--- src/rtl/vec_irq_pkg.sv ---
package vec_irq_pkg;
  // Channel selector carried in the strobe bundle; wide enough for 8 channels.
  localparam int CH_IDX_W = 3;

  // Register index within a channel window (address bits [4:2]).
  localparam logic [2:0] REG_RAW  = 3'd0;
  localparam logic [2:0] REG_MASK = 3'd1;
  localparam logic [2:0] REG_SET  = 3'd2;
  localparam logic [2:0] REG_CLR  = 3'd3;
  localparam logic [2:0] REG_VEC  = 3'd4;

  // Control-to-datapath strobes for one accepted access.
  typedef struct packed {
    logic                setStb;
    logic                clrStb;
    logic                rdStb;
    logic [2:0]          regIdx;
    logic [CH_IDX_W-1:0] ch;
  } dpStb_t;
endpackage

--- src/rtl/vec_irq_ctrl.sv ---
module vec_irq_ctrl
  import vec_irq_pkg::*;
#(
  parameter int NUM_CH = 8,
  parameter int ADDR_W = 10
) (
  input  logic              clk,
  input  logic              rstN,
  input  logic              reqValid,
  input  logic              reqWrite,
  input  logic [ADDR_W-1:0] reqAddr,
  output dpStb_t            stb,
  output logic              rspValid,
  output logic              rspErr
);
  localparam int CH_FIELD_W = ADDR_W - 5;

  logic [CH_FIELD_W-1:0] chField;
  logic [2:0]            regField;
  logic                  alignOk;
  logic                  chOk;
  logic                  rdLegal;
  logic                  wrLegal;
  logic                  legal;

  assign chField  = reqAddr[ADDR_W-1:5];
  assign regField = reqAddr[4:2];
  assign alignOk  = (reqAddr[1:0] == 2'b00);
  assign chOk     = (int'(chField) < NUM_CH);
  assign rdLegal  = (regField == REG_RAW) || (regField == REG_MASK) || (regField == REG_VEC);
  assign wrLegal  = (regField == REG_SET) || (regField == REG_CLR);
  assign legal    = alignOk && chOk && (reqWrite ? wrLegal : rdLegal);

  always_comb begin
    stb.setStb = reqValid && legal && reqWrite && (regField == REG_SET);
    stb.clrStb = reqValid && legal && reqWrite && (regField == REG_CLR);
    stb.rdStb  = reqValid && legal && !reqWrite;
    stb.regIdx = regField;
    stb.ch     = CH_IDX_W'(chField);
  end

  always_ff @(posedge clk) begin
    if (!rstN) begin
      rspValid <= 1'b0;
      rspErr   <= 1'b0;
    end else begin
      rspValid <= reqValid;
      rspErr   <= reqValid && !legal;
    end
  end


  rsp_follow_chk: assert property (@(posedge clk) disable iff (!rstN)
    reqValid |=> rspValid);


  rsp_idle_chk: assert property (@(posedge clk) disable iff (!rstN)
    !reqValid |=> (!rspValid && !rspErr));


  misalign_err_chk: assert property (@(posedge clk) disable iff (!rstN)
    (reqValid && reqAddr[1:0] != 2'b00) |=> rspErr);


  ro_write_err_chk: assert property (@(posedge clk) disable iff (!rstN)
    (reqValid && reqWrite && reqAddr[4:2] == REG_RAW) |=> rspErr);
endmodule

--- src/rtl/vec_irq_dp.sv ---
module vec_irq_dp
  import vec_irq_pkg::*;
#(
  parameter int NUM_IN = 32,
  parameter int NUM_CH = 8,
  parameter int DATA_W = 32
) (
  input  logic              clk,
  input  logic              rstN,
  input  dpStb_t            stb,
  input  logic [DATA_W-1:0] wdata,
  input  logic [NUM_IN-1:0] irqIn,
  output logic [DATA_W-1:0] rdata,
  output logic [NUM_CH-1:0] irqOut
);
  logic [NUM_IN-1:0] maskQ   [NUM_CH];
  logic [NUM_IN-1:0] pend    [NUM_CH];
  logic [DATA_W-1:0] vecVal  [NUM_CH];
  logic [NUM_CH-1:0] anyPend;
  logic [NUM_IN-1:0] wBits;

  assign wBits = wdata[NUM_IN-1:0];

  for (genvar k = 0; k < NUM_CH; k++) begin : g_ch
    assign pend[k]    = irqIn & maskQ[k];
    assign anyPend[k] = |pend[k];

    // Fixed priority: scan downward so the lowest set index is written last.
    always_comb begin
      vecVal[k] = '1;
      for (int i = NUM_IN - 1; i >= 0; i--) begin
        if (pend[k][i]) vecVal[k] = DATA_W'(i);
      end
    end


    set_sticks_chk: assert property (@(posedge clk) disable iff (!rstN)
      (stb.setStb && stb.ch == CH_IDX_W'(k)) |=>
        ((maskQ[k] & $past(wBits)) == $past(wBits)));


    clr_zero_chk: assert property (@(posedge clk) disable iff (!rstN)
      (stb.clrStb && stb.ch == CH_IDX_W'(k)) |=> ((maskQ[k] & $past(wBits)) == '0));


    mask_hold_chk: assert property (@(posedge clk) disable iff (!rstN)
      !(stb.setStb || stb.clrStb) |=> $stable(maskQ[k]));
  end

  always_ff @(posedge clk) begin
    for (int k = 0; k < NUM_CH; k++) begin
      if (!rstN) begin
        maskQ[k] <= '0;
      end else if (stb.setStb && stb.ch == CH_IDX_W'(k)) begin
        maskQ[k] <= maskQ[k] | wBits;
      end else if (stb.clrStb && stb.ch == CH_IDX_W'(k)) begin
        maskQ[k] <= maskQ[k] & ~wBits;
      end
    end
  end

  always_ff @(posedge clk) begin
    if (!rstN) begin
      irqOut <= '0;
      rdata  <= '0;
    end else begin
      irqOut <= anyPend;
      if (stb.rdStb) begin
        case (stb.regIdx)
          REG_RAW:  rdata <= DATA_W'(irqIn);
          REG_MASK: rdata <= DATA_W'(maskQ[stb.ch]);
          REG_VEC:  rdata <= vecVal[stb.ch];
          default:  rdata <= '0;
        endcase
      end else begin
        rdata <= '0;
      end
    end
  end
endmodule

--- src/rtl/vec_irq_hub.sv ---
module vec_irq_hub
  import vec_irq_pkg::*;
#(
  parameter int NUM_IN = 32,
  parameter int NUM_CH = 8,
  parameter int DATA_W = 32,
  parameter int ADDR_W = 10
) (
  input  logic              clk,
  input  logic              rstN,
  input  logic              reqValid,
  input  logic              reqWrite,
  input  logic [ADDR_W-1:0] reqAddr,
  input  logic [DATA_W-1:0] reqWdata,
  output logic              rspValid,
  output logic              rspErr,
  output logic [DATA_W-1:0] rspRdata,
  input  logic [NUM_IN-1:0] irqIn,
  output logic [NUM_CH-1:0] irqOut
);
  dpStb_t stb;

  vec_irq_ctrl #(.NUM_CH(NUM_CH), .ADDR_W(ADDR_W)) u_ctrl (
    .clk      (clk),
    .rstN     (rstN),
    .reqValid (reqValid),
    .reqWrite (reqWrite),
    .reqAddr  (reqAddr),
    .stb      (stb),
    .rspValid (rspValid),
    .rspErr   (rspErr)
  );

  vec_irq_dp #(.NUM_IN(NUM_IN), .NUM_CH(NUM_CH), .DATA_W(DATA_W)) u_dp (
    .clk    (clk),
    .rstN   (rstN),
    .stb    (stb),
    .wdata  (reqWdata),
    .irqIn  (irqIn),
    .rdata  (rspRdata),
    .irqOut (irqOut)
  );


  err_data_zero_chk: assert property (@(posedge clk) disable iff (!rstN)
    rspErr |-> (rspRdata == '0));
endmodule

--- config.mk ---
export PLATFORM = sky130hd
export DESIGN_NAME = vec_irq_hub
export DESIGN_NICKNAME = d
export VERILOG_FILES = /design/src/rtl/vec_irq_pkg.sv /design/src/rtl/vec_irq_ctrl.sv /design/src/rtl/vec_irq_dp.sv /design/src/rtl/vec_irq_hub.sv
export SDC_FILE = /design/constraint.sdc
export NUM_CORES = 1
export LEC_CHECK = 0
export CAP_MARGIN = 20
export CORE_MARGIN = 2
export CORE_UTILIZATION = 35
export DETAILED_ROUTE_END_ITERATION = 10
export PLACE_DENSITY = 0.5
export SYNTH_ARGS = -nofsm -noshare
export SYNTH_HDL_FRONTEND = slang
export SYNTH_SLANG_ARGS = --single-unit
--- constraint.sdc ---
create_clock -name clk -period 6.61 [get_ports clk]
set_clock_uncertainty 0.1 [all_clocks]
set_input_delay 0.9915 -clock clk [delete_from_list [all_inputs] [get_ports clk]]
set_output_delay 0.9915 -clock clk [all_outputs]
set_load 0.03 [all_outputs]
==> flow_summary_export.csv, run 1 <==
group,metric,value,unit
detailed_routing,wl,83.08,mm
clock_network,clock-sinks,298,
critical_path,startpoint,"irqIn[12]",
critical_path,path_cells,"clkdlybuf4s50_1 -> a221oi_1 -> nor4bb_1 -> and4_1 -> mux4_2 -> mux2i_1 -> or3_2 -> o21ai_0",
critical_path,reg2reg_from,"u_dp.maskQ[4][22]$_SDFFCE_PN0P_",
critical_path,cp_data_required_time,6980,ps
synthesis,synthTopCellsByCount,"292 x nor2_1, 256 x edfxtp_1, 235 x nand2_1",
detailed_routing,drt_iter0_markers,2737,
clock_network,cts_buffers,37,
power,fin_total_pwr,5049,µW
sta,rsz0062_at_grt,"no",
sta,slew_viol_final,0,
synthesis,yosys-top-cells-area,"edfxtp_1 41%, mux4_2 8.0%, nor2_1 5.9%",
floorplanning,die_x,234.8,µm
placed_design,dp_slack,1536,ps
clock_network,cts_max_level,2,
detailed_routing,vias_per_cell,6.593,
floorplanning,ios,120,
sta,fin_setup_tns,0,ps
power,irDropWorstVdd,0.0001522,V
synthesis,yosys.area.top_type,"edfxtp_1",
clock_network,post-cts-setup-buffer-count,0,
finish,regArea,8528,µm²
critical_path,worstSetupEndpointType,"flip-flop",
sta,tightest_slew,1164,ps
sta,finalCriticalPeriod,4556,ps
floorplanning,initial_core_util,35.40,%
critical_path,worst_path_max_delay_cell,"or3_2",
placed_design,numPortBuffers,119,
floorplanning,num_rows,84,
finish,fin_nets,2022,
global_route,antenna_found_initial,2,
sta,setup-violations-final,0,
synthesis,syn_inst,1933,
worst_hold_path,hp-start,"u_dp.maskQ[0][31]$_DFFE_PP_",
placed_design,place_hpwl,60.64,mm
floorplanning,die-area,55120,µm²
detailed_routing,wl_per_cell,31.21,µm
finish,fill_cells,5182,
critical_path,crit_path_start_kind,"input port",
synthesis,synth-main-ff-cell,"edfxtp_1",
global_route,gr-total-overflow,0,
clock_network,clkLatencyLatePin,570,ps
synthesis,yosysMostFrequentCell,"nor2_1",
synthesis,seq_area_frac_synth,45.75,%
synthesis,synth_cell_type_count,68,
finish,syn_to_final_growth,15.60,%
synthesis,syn_avg_cell_area,9.644,µm²
sta,setup_slack,2054,ps
power,power_density,234.3,nW/µm²
critical_path,path_class,"in2reg",
detailed_routing,drc,0,
run,max_cap_violations,0,
placed_design,gp_congestion,0.9856,
floorplanning,die_h,234.8,µm
status,status,"completed",
clock_network,cts.clk_slew.worst_paths,60,ps
sta,fin_crit_sh,68.92,%
detailed_routing,dr.pass1.iters,8,
global_route,grt_pass1_wl,119.1,mm
synthesis,yosysTopAreaCellShare,41.24,%
floorplanning,core,52660,µm²
finish,multi_input_area,9462,µm²
power,p_leak,0.007678,µW
critical_path,arrival,4930,ps
critical_path,slowest_delay,940,ps
synthesis,yosysWarnings,0,
critical_path,crit_fanout,27,
finish,final_area,21550,µm²
worst_hold_path,hp-class,"reg2reg",
detailed_routing,vias,17550,
clock_network,clockBufferDepth,3,
synthesis,synth_seq_cells,298,
global_route,grt_usage,29.21,%
clock_network,clock-root-buffer,"clkbuf_16",
detailed_routing,ant_nets,0,
global_route,grt_pass1_vias,16110,
clock_network,holdBufCountCts,0,
sta,relSlewSlack,22.38,%
finish,drive_above_1_share,11.87,%
synthesis,synth_edf_count,256,
critical_path,r2r_setup_slack,2780,ps
synthesis,async_flop_share,0,%
clock_network,cts_resized,0,
sta,max_freq,219.5,MHz
placed_design,post_dp_cell_area,20270,µm²
sta,hold_viol,0,
synthesis,syn-cell-area,18640,µm²
synthesis,syn_nets,2011,
clock_network,cts_tree,"done",
global_route,grt_max_degree,54,
-- power by group --
part	switching [µW]	leakage (µW)	internal, µW
Clock	851	0.000633	1310
Sequential	81.9	0.00298	2100
Combinational	460	0.00406	245
-- cells by family after synthesis --
group                  after synthesis  synth area share [%]
AND/OR/NAND/NOR                    838                 19.91
AO/OA/AOI/OAI                      511                 20.11
flip-flops                         298                 45.75
buffers and inverters              184                 4.027
multiplexers                       101                 10.16
XOR/XNOR                             1               0.04699
-- cell type report --
| cell class | instances | share of cell area [%] |
|---|---|---|
| Antenna cell | 2 | 0.02322 |
| Inverter | 9 | 0.1568 |
| Clock inverter | 13 | 0.7838 |
| Multi-Input combinational cell | 1451 | 43.91 |
| Clock buffer | 54 | 5.115 |
| Sequential cell | 298 | 39.58 |
| Tap cell | 688 | 3.995 |
| Timing Repair Buffer | 147 | 6.445 |
-- path summary, 6_finish.rpt --
| path | to | depth (start not counted) |
|---|---|---|
| worst min register to register | u_dp.maskQ[0][31]$_DFFE_PP_ | 1 |
| worst max-delay path | u_dp.rdata[21]$_SDFF_PN0_ | 8 |
| worst min-delay path | u_dp.maskQ[0][31]$_DFFE_PP_ | 1 |
| worst max register to register | u_dp.rdata[21]$_SDFF_PN0_ | 8 |
-- through the flow --
step           util [%]  hold WS, ps  cells
6_report          40.93        523.5   2662
5_1_grt           40.92        544.6   2661
4_1_cts           40.92        527.6   2660
3_5_place_dp      38.50        513.0   2593
3_3_place_gp      38.50        493.9   2593
2_1_floorplan         -        470.8   1933
-- state kept, by name, summed over array words and instances, names as in the netlist --
register and cells:
u_dp.maskQ 256, u_ctrl.rspValid 1, u_dp.irqOut 8, u_dp.rdata 32
u_ctrl.rspErr 1
-- layer usage --
layer  share of wire, %  GRT usage [%]
met1                 44          44.11
met2                 44          44.30
met3                9.0          3.513
met4                2.4          7.288
met5                  0              0
-- critical path: cells and delay by family --
family                 cells  cell delay (ps)
AND/OR/NAND/NOR            3             1880
AO/OA/AOI/OAI              2              890
multiplexers               2              290
buffers and inverters      1              840
-- layout by cell type, fill, tap and decap left out, types with 14 or more instances in the layout --
cell             instances
a32oi_1                 16
dfxtp_1                 42
o211ai_1                14
o22a_1                  60
a22o_1                  41
nor2b_1                 18
nand2_1                232
mux4_2                  66
a21oi_1                 42
o21ai_2                 20
nor2_1                 289
clkdlybuf4s50_1        115
clkbuf_16               39
buf_4                   31
nor3_1                 146
mux2_2                  32
a32o_1                  19
a22oi_1                 85
edfxtp_1               256
and2_1                  31
nand4_1                 18
a31oi_1                 17
nand3_1                 51
o21ai_0                104
a221oi_1                20
Note: power is estimated with default switching activity, not from simulation.
==> run 2, diff against run 1 <==
Clock period 6.61 ns to 4.39 ns, I/O delays scaled along.
==> run 2 against run 1 <==
Compared with the run above:
- wire length shrank 0.22%
- sequential cell count unchanged
- sequential share of layout area fell by 0.72 points
- via count grew 0.18%
- setup slack got worse by 1400 ps
- combinational power up 55%
- final cell count increased by 1.9%
- register-to-register slack worse by 1900 ps
- utilization rose by 0.75 points
- first-iteration DRC count down 13%
- critical endpoint is now u_dp.rdata[31]$_SDFF_PN0_
- highest routed layer unchanged
==> flow_summary_export.csv, run 2 (same netlist as run 1, synthesis figures left out) <==
group,metric,value,unit
floorplanning,die_x,234.8,µm
sta,slew_viol_final,0,
floorplanning,num_rows,84,
clock_network,holdBufCountCts,0,
sta,finalCriticalPeriod,3717,ps
sta,setup_slack,673.5,ps
finish,drive_above_1_share,13.88,%
global_route,gr-total-overflow,0,
critical_path,cp_data_required_time,4770,ps
worst_hold_path,hp-class,"reg2reg",
finish,fin_nets,2075,
detailed_routing,drc,0,
global_route,grt_pass1_vias,16490,
global_route,grt_usage,29.27,%
power,intPower,5389,µW
sta,hold_viol,0,
detailed_routing,wl,82.89,mm
clock_network,clockBufferDepth,3,
sta,tightest_slew,1087,ps
detailed_routing,vias,17580,
placed_design,place_hpwl,61.59,mm
clock_network,cts_buffers,36,
power,combPwrFrac,14.6,%
finish,final_cell_mix,"292 x nor2_1, 256 x edfxtp_1, 232 x nand2_1, 146 x nor3_1, 115 x clkdlybuf4s50_1",
clock_network,cts.clk_slew.worst_paths,60,ps
detailed_routing,dr.pass1.iters,6,
power,p_switching,2061,µW
clock_network,cts_resized,0,
floorplanning,die-area,55120,µm²
detailed_routing,vias_per_cell,6.481,
sta,relSlewSlack,27.36,%
power,power_density,339.5,nW/µm²
finish,antenna_cells,0,
critical_path,crit_top_cell,"buf_4",
critical_path,worst_path_max_delay_cell,"clkdlybuf4s50_1",
clock_network,post-cts-setup-buffer-count,0,
floorplanning,initial_core_util,35.40,%
run,max_cap_violations,0,
detailed_routing,ant_nets,0,
power,irDropWorstVdd,0.0002128,V
sta,setup-violations-final,0,
power,clkPwrFrac,41.3,%
sta,fin_crit_sh,84.66,%
power,p_seq_share,44.1,%
placed_design,dp_slack,162.2,ps
status,status,"completed",
power,p_leak,0.007913,µW
finish,layout_commonest_cell,"nor2_1",
critical_path,path_class,"in2reg",
critical_path,slowest_delay,630,ps
critical_path,worstSetupEndpointType,"flip-flop",
floorplanning,die_h,234.8,µm
global_route,antenna_found_initial,0,
sta,fin_setup_tns,0,ps
critical_path,arrival,4090,ps
critical_path,crit_fanout,11,
floorplanning,core,52660,µm²
clock_network,clkLatencyLatePin,570,ps
finish,largest_reg_flops,256,
global_route,grt_pass1_wl,119.1,mm
power,switching_share,27.66,%
floorplanning,ios,120,
clock_network,clock-sinks,298,
sta,rsz0062_at_grt,"no",
finish,largest-register,"u_dp.maskQ",
finish,reg_top3,"u_dp.maskQ x256, u_dp.rdata x32, u_dp.irqOut x8",
detailed_routing,wl_per_cell,30.55,µm
detailed_routing,drt_iter0_markers,2368,
clock_network,clock-root-buffer,"clkbuf_16",
global_route,grt_max_degree,61,
placed_design,gp_congestion,1.005,
critical_path,path_cells,"clkdlybuf4s50_1 -> a22o_1 -> a221oi_1 -> buf_4 -> nor4bb_1 -> and4_1 -> mux4_2 -> mux2i_1 -> or3_2 -> buf_4 -> o21ai_0",
power,fin_total_pwr,7450,µW
finish,post-route-util,41.68,%
finish,syn_to_final_growth,17.73,%
placed_design,numPortBuffers,119,
clock_network,cts_tree,"done",
sta,max_freq,269.1,MHz
clock_network,cts_max_level,2,
critical_path,crit_path_start_kind,"input port",
-- run 2: path summary, 6_finish.rpt --
path	from	to	slack [ps]	cells past startpoint
max reg2reg	u_dp.maskQ[4][21]$_SDFFCE_PN0P_	u_dp.rdata[31]$_SDFF_PN0_	900	10
min reg2reg	u_dp.maskQ[3][31]$_DFFE_PP_	u_dp.maskQ[3][31]$_DFFE_PP_	520	1
max	irqIn[9]	u_dp.rdata[31]$_SDFF_PN0_	670	11
min	u_dp.maskQ[3][31]$_DFFE_PP_	u_dp.maskQ[3][31]$_DFFE_PP_	520	1
-- run 2: critical path, delay by kind of cell --
family / cells / cell delay, ps
compound gates: 3 / 780
buf+inv: 3 / 1060
mux: 2 / 300
simple gates: 3 / 1280
-- run 2: power by group through the flow --
stage                     clock, µW  combinational, µW  sequential, µW
after global placement            0               1070            3330
after CTS                      3110               1070            3280
after floorplan                   0                625            3290
after detailed placement          0               1060            3330
after global routing           3200               1150            3290
final                          3080               1090            3280
-- run 2: layout make-up --
class | instances | area [µm²]
fillers | 5177 | 30710
multi-input cells | 1451 | 9454
flip-flops and latches | 298 | 8528
repair buffers | 201 | 1869
clock buffers | 51 | 1039
well taps | 688 | 860.8
clock inverters | 15 | 161.4
inverters | 9 | 33.78
-- run 2: per-layer routing --
layer	vias up	track usage (%)	wire [µm]
met1	8901	42.85	36370
met5	-	0	0
met3	113	5.557	7933
met2	1028	43.82	36280
li1	7540	-	-
met4	0	8.631	2314
-- run 2: through the flow --
stage / area (µm²) / cells / hold slack, ps
6_report: 21950 / 2713 / 520.7
5_1_grt: 21950 / 2713 / 551.9
4_1_cts: 21950 / 2713 / 519.4
3_5_place_dp: 20750 / 2647 / 506.3
3_3_place_gp: 20750 / 2647 / 498.5
2_1_floorplan: 18640 / 1933 / 470.8
